## src/rtl/latched_dec_pkg.sv

```systemverilog
package latched_dec_pkg;
  typedef enum logic {
    HOLD_CLOCKED = 1'b0,
    HOLD_LATCH   = 1'b1
  } hold_mode_e;
endpackage

```

## src/rtl/latched_dec_hold.sv

```systemverilog
module latched_dec_hold
  import latched_dec_pkg::*;
#(
  parameter int         CODE_W    = 4,
  parameter hold_mode_e HOLD_MODE = HOLD_CLOCKED
) (
  input  logic              clk_i,
  input  logic              rst_ni,
  input  logic [CODE_W-1:0] data_i,
  input  logic              strobe_i,
  output logic [CODE_W-1:0] code_o
);
  logic [CODE_W-1:0] held_q;

  generate
    if (HOLD_MODE == HOLD_CLOCKED) begin : g_clocked
      always_ff @(posedge clk_i or negedge rst_ni) begin
        if (!rst_ni)       held_q <= '0;
        else if (strobe_i) held_q <= data_i;
      end
      // bypass keeps the strobe-high path transparent
      assign code_o = strobe_i ? data_i : held_q;

      assert_hold_R2: assert property (@(posedge clk_i) disable iff (!rst_ni)
        (!strobe_i && $past(!strobe_i)) |-> $stable(code_o));
    end else begin : g_latch
      logic unused_clk;
      assign unused_clk = clk_i;
      always_latch begin
        if (!rst_ni)       held_q = '0;
        else if (strobe_i) held_q = data_i;
      end
      assign code_o = held_q;
    end
  endgenerate
endmodule

```

## src/rtl/latched_dec_onehot.sv

```systemverilog
module latched_dec_onehot #(
  parameter int CODE_W = 4,
  localparam int LINES = 1 << CODE_W
) (
  input  logic              clk_i,
  input  logic              rst_ni,
  input  logic [CODE_W-1:0] code_i,
  output logic [LINES-1:0]  onehot_o
);
  for (genvar i = 0; i < LINES; i++) begin : g_line
    assign onehot_o[i] = (code_i == CODE_W'(i));
  end

  assert_single_line_R3: assert property (@(posedge clk_i) disable iff (!rst_ni)
    $countones(onehot_o) == 1);
endmodule

```

## src/rtl/latched_dec_drive.sv

```systemverilog
module latched_dec_drive #(
  parameter int LINES       = 16,
  parameter bit ACTIVE_HIGH = 1'b1
) (
  input  logic             clk_i,
  input  logic             rst_ni,
  input  logic [LINES-1:0] onehot_i,
  input  logic             inhibit_i,
  output logic [LINES-1:0] out_o
);
  logic [LINES-1:0] active;

  assign active = inhibit_i ? '0 : onehot_i;

  generate
    if (ACTIVE_HIGH) begin : g_high
      assign out_o = active;
      assert_one_active_R4: assert property (@(posedge clk_i) disable iff (!rst_ni)
        !inhibit_i |-> $countones(out_o) == 1);
      assert_blank_R6: assert property (@(posedge clk_i) disable iff (!rst_ni)
        inhibit_i |-> out_o == '0);
    end else begin : g_low
      assign out_o = ~active;
      assert_one_active_R5: assert property (@(posedge clk_i) disable iff (!rst_ni)
        !inhibit_i |-> $countones(~out_o) == 1);
      assert_blank_R6: assert property (@(posedge clk_i) disable iff (!rst_ni)
        inhibit_i |-> out_o == '1);
    end
  endgenerate
endmodule

```

## src/rtl/latched_dec.sv

```systemverilog
module latched_dec
  import latched_dec_pkg::*;
#(
  parameter int         CODE_W      = 4,
  parameter bit         ACTIVE_HIGH = 1'b1,
  parameter hold_mode_e HOLD_MODE   = HOLD_CLOCKED,
  localparam int        LINES       = 1 << CODE_W
) (
  input  logic              clk_i,
  input  logic              rst_ni,
  input  logic [CODE_W-1:0] data_i,
  input  logic              strobe_i,
  input  logic              inhibit_i,
  output logic [LINES-1:0]  out_o
);
  logic [CODE_W-1:0] code;
  logic [LINES-1:0]  onehot;

  latched_dec_hold #(.CODE_W(CODE_W), .HOLD_MODE(HOLD_MODE)) u_hold (
    .clk_i(clk_i), .rst_ni(rst_ni), .data_i(data_i),
    .strobe_i(strobe_i), .code_o(code)
  );

  latched_dec_onehot #(.CODE_W(CODE_W)) u_dec (
    .clk_i(clk_i), .rst_ni(rst_ni), .code_i(code), .onehot_o(onehot)
  );

  latched_dec_drive #(.LINES(LINES), .ACTIVE_HIGH(ACTIVE_HIGH)) u_drive (
    .clk_i(clk_i), .rst_ni(rst_ni), .onehot_i(onehot),
    .inhibit_i(inhibit_i), .out_o(out_o)
  );

  logic [LINES-1:0] out_act;
  assign out_act = ACTIVE_HIGH ? out_o : ~out_o;

  assert_transparent_R1: assert property (@(posedge clk_i) disable iff (!rst_ni)
    (strobe_i && !inhibit_i) |-> out_act == (LINES'(1) << data_i));
endmodule

```

## config.mk

```make
export PLATFORM = sky130hd
export DESIGN_NAME = latched_dec
export DESIGN_NICKNAME = d
export VERILOG_FILES = /design/src/rtl/latched_dec_pkg.sv /design/src/rtl/latched_dec_hold.sv /design/src/rtl/latched_dec_onehot.sv /design/src/rtl/latched_dec_drive.sv /design/src/rtl/latched_dec.sv
export SDC_FILE = /design/constraint.sdc
export NUM_CORES = 1
export LEC_CHECK = 0
export ABC_AREA = 0
export BUFFER_PORTS_ARGS = -buffer_cell sky130_fd_sc_hd__buf_2
export CAP_MARGIN = 10
export CORE_MARGIN = 10
export CORE_UTILIZATION = 25
export DETAILED_ROUTE_END_ITERATION = 10
export PLACE_DENSITY = 0.53
export RECOVER_POWER = 100
export SLEW_MARGIN = 20
export SYNTH_ARGS = -nofsm -noshare
export SYNTH_HDL_FRONTEND = slang
export SYNTH_SLANG_ARGS = --single-unit
```

## constraint.sdc

```tcl
create_clock -name clk_i -period 1.5 [get_ports clk_i]
set_input_delay 0.3 -clock clk_i [delete_from_list [all_inputs] [get_ports clk_i]]
set_output_delay 0.3 -clock clk_i [all_outputs]
set_load 0.02 [all_outputs]
```

======== Yosys cells after proc, flatten, opt, wreduce, memory -nomap -nowiden ========
Cells that the tools add are included.
W data, S select, Z words.
operators by class
  equality and inequality tests ........... 15
  multiplexer cells ....................... 2
  reductions and logical operators ........ 1
operator list
  kind                  count
  $eq A4 B4 Y1 const B  8
  $eq A4 B3 Y1 const B  4
  $mux W16              1
  $eq A4 B2 Y1 const B  2
  $eq A4 B1 Y1 const B  1
  $logic_not A4 Y1      1
  $mux W4               1
storage, ports and cells
  bits in registers ....................... 4
  logic and storage cells ................. 19

======== Logic depth before layout (Yosys ltp) ========
  depth after elaboration ................. 3
  gate-level depth with buffers ........... 4
  mapped depth without buffers ............ 4

======== Cells and area by module ========
A second synthesis with hierarchy kept.
unflattened totals
  cells, all modules ...................... 45
  area total of the unflattened synthesis .. 515.5 µm²
by module, submodules not included
  module              times used  cells each  area each (µm²)  seq. area each (µm²)
  latched_dec_onehot  1           20          226.5            0.0
  latched_dec_hold    1           8           145.1            100.1
  latched_dec_drive   1           17          143.9            0.0

======== Least setup slack after synthesis ========
OpenSTA, ideal clock, no wires.
  path kind ............................... register to output
  from .................................... reg u_hold.held_q[0]
  to ...................................... out out_o[14]
  arrival time ............................ 1.350 ns
  slack ................................... -0.150 ns
  cell stages (with the launch flop) ...... 5
  buffers on the path ..................... 0
  cell sequence ........................... dfrtp_1 > mux2i_2 > inv_2 > or3_4 > nor2_1
on the way
  word-level cells in the longest chain between the ends .. 3
RTL lines
  item                    line                      RTL
  from (decl)             latched_dec_hold.sv:13    logic [CODE_W-1:0] held_q;
  from (signal assigned)  latched_dec_hold.sv:19    else if (strobe_i) held_q <= data_i;
  $mux W4                 n/a
  net code[0]             latched_dec.sv:16         logic [CODE_W-1:0] code;
  $eq A4 B4 Y1            latched_dec_onehot.sv:11  assign onehot_o[i] = (code_i == CODE_W'(i));
  $mux W16                latched_dec_drive.sv:13   assign active = inhibit_i ? '0 : onehot_i;
  to (decl)               latched_dec.sv:14         output logic [LINES-1:0] out_o
The timed path passes the listed nets, and every way through them passes these cells.

======== Worst setup path in the final report ========
  from .................................... reg u_hold.held_q[1]
  to ...................................... out out_o[5]
on the way
  word-level cells in the longest chain between the ends .. 3
RTL lines
  item          line
  $mux W4       n/a
  net code[1]   latched_dec.sv:16
  $eq A4 B3 Y1  latched_dec_onehot.sv:11
  $mux W16      latched_dec_drive.sv:13
The timed path passes the listed nets, and every way through them passes these cells.

==> flow_summary.ini <==
[outcome]
outcome = finished, violations left
violations = negative setup slack

[worst_setup_path]
reg2reg_from = u_hold.held_q[1]
r2r_setup_slack_ns = 0.61
worstSetupPathType = register to output port
critPathLaunchType = register
regToRegEndpoint = u_hold.held_q[1]
worstPathArrival_ns = 1.50
crit_path_max_fanout = 3
required_ns = 1.20
cp-end-kind = output port
reg2reg_depth = 3

[synth]
syn_inst = 42
synth_top_area_share_pct = 30.65
yosys.area.top_type = dfrtp_1
synth-seq-cells = 4
yosysWarnings = 0
syn_area_sq_um = 326.6
syn_nets = 50
synth.area.top_cells = dfrtp_1 (31%), nor2_1 (17%), mux2i_2 (8.4%)
ys_seq_area_share_pct = 30.65
avgSynthCellArea_sq_um = 7.775
yosysUniqueCellTypes = 15

[floorplanning]
io_pins = 24
fp.coreArea_sq_um = 1171
die_x_um = 56.14
start_util_pct = 27.88
die_h_um = 56.14
die_area_sq_um = 3152
rows = 12

[power]
max-vdd-ir-drop_v = 0.0004874
cellPowerDensity_nw_per_um2 = 598.8
power_leakage_nw = 0.3322

[place]
place_hpwl_um = 937.4
dpl_worst_slack_ns = -0.2279
place_inst = 88
port_buffers = 23
place_congestion = 0.7095
placed_area_sq_um = 569.3

[final_layout]
antenna_cells = 0
syn_to_final_growth_pct = 143.7
fin_util_pct = 67.95
fin_cells = 93
largest_reg_flops = 4
drive_gt1_share_pct = 81.01
largest_register = u_hold.held_q
stdcell_area_sq_um = 795.8
top_regs = u_hold.held_q: 4 flops
nets = 89

[detailed_routing]
ant_nets = 0
wl_per_cell_um = 15.67
drtIter0Drc = 1
routed_wl_um = 1457
drcViolationCount = 0
routed-via-count = 442
dr.pass1.iters = 2
vias_per_cell = 4.753

[timing]
worst_slack_ns = -0.3029
slew_viol_final = 0
period_share_pct = 120.2
clock-skew-final_ns = 0
max_freq_mhz = 554.7
setup_viol = 16
rsz0062_at_grt = true
hold_viol_final = 0
layout_min_cycle_time_ns = 1.803
worst_pin_slew_ns = 0.4491
slew_headroom_pct = 70.06

[global_route]
grt_pass1_wl_um = 2083
grt_usage_pct = 7.946
grt_remaining_overflow = 0
grt_pass1_vias = 464
antenna_found_initial = 0
grt_max_degree = 11

[clock_tree]
htree_levels = 1
clock_latency_ns = 0.23
path_clk_slew_ns = 0.04
clk_path_buf_depth = 2
cts.sinks = 4
cts_inserted_buffers = 3
cts_tree = built
cts-root-buf = clkbuf_4

[flow_run]
drv_cap = 0

[min_path]
worst_hold_path_type = input pin to async pin
-- critical path, stage by stage (launching register included) --
cell and delay, ns:
dfrtp_1 0.36, mux2i_2 0.19, inv_2 0.07, or3_4 0.37, nor2_1 0.12, buf_4 0.15
-- cell families after synthesis --
family | Yosys count | share of synthesized area [%]
multiplexers | 4 | 15.33
buffers and inverters | 4 | 4.979
AO/OA/AOI/OAI | 4 | 8.044
AND/OR/NAND/NOR | 26 | 40.99
flip-flops | 4 | 30.65
-- metrics by stage --
stage | setup TNS [ns] | power, W | hold WS [ns]
floorplan | -1.069 | 0.0002160 | 0.004409
global placement | -2.777 | 0.0002870 | 0.1054
detailed placement | -3.110 | 0.0002883 | 0.1048
CTS | -3.534 | 0.0004594 | 0.3825
global route | -4.693 | 0.0005038 | 0.4449
finish | -3.710 | 0.0004765 | 0.4198
-- repair_timing --
| action | 4_1_cts | 5_1_grt |
|---|---|---|
| setup endpoints to repair | 16 | 16 |
| hold buffers | 1 | 0 |
| resized for setup | 31 | 19 |
| pin swaps | 7 | 8 |
| endpoints found under the hold margin | 4 | 0 |
| setup buffers | 2 | 2 |
-- worst max-delay path by stage --
stage                     cells past startpoint        startpoint         to  slack [ns]
final                                         5  u_hold.held_q[1]   out_o[5]       -0.30
after global routing                          5  u_hold.held_q[1]   out_o[5]       -0.38
after CTS                                     5  u_hold.held_q[1]   out_o[0]       -0.29
after detailed placement                      6          strobe_i   out_o[3]       -0.23
after global placement                        6          strobe_i  out_o[14]       -0.20
after floorplan                               4          strobe_i  out_o[10]       -0.12
-- power breakdown --
part	internal [W]	switching [W]
combinational	0.0000990	0.000117
sequential	0.000120	0.0000110
clock	0.0000892	0.0000405
total	0.000308	0.000168
-- area by class of cell --
type / count / area (sq um)
Sequential cell: 4 / 101.3
Tap cell: 14 / 17.52
Timing Repair Buffer: 35 / 287.8
Inverter: 3 / 11.26
Multi-Input combinational cell: 34 / 355.3
Clock buffer: 3 / 22.52
Fill cell: 79 / 375.4
-- Yosys cell counts --
| library cell | number |
|---|---|
| nor2_1 | 15 |
| nor3_1 | 5 |
| dfrtp_1 | 4 |
| a31oi_1 | 2 |
| inv_2 | 2 |
| mux2_2 | 2 |
| mux2i_2 | 2 |
| or3_1 | 2 |
| or3_4 | 2 |
| a21oi_1 | 1 |
| a32oi_1 | 1 |
| and3b_1 | 1 |
| buf_2 | 1 |
| inv_1 | 1 |
| nor4b_1 | 1 |
-- layer usage --
metal,vias up,track usage (%),part of all wire (%)
met2,14,14.49,63
met3,2,2.733,5.4
met4,0,5.119,1.2
met1,203,7.197,31
li1,223,-,-
met5,-,0,0
-- layout by cell type (no fill, tap or decap) --
master / instances
a21oi_2: 1
a31oi_1: 1
a31oi_4: 1
a32oi_1: 1
and3b_1: 1
buf_2: 6
buf_4: 16
buf_6: 11
clkbuf_1: 1
clkbuf_4: 3
dfrtp_1: 3
dfrtp_2: 1
dlygate4sd3_1: 1
inv_1: 1
inv_2: 2
mux2_2: 2
mux2i_2: 2
nor2_1: 5
nor2_4: 10
nor3_1: 1
nor3_2: 3
nor3_4: 1
nor4b_4: 1
or3_4: 4
Power figures use the tool's default switching activity.
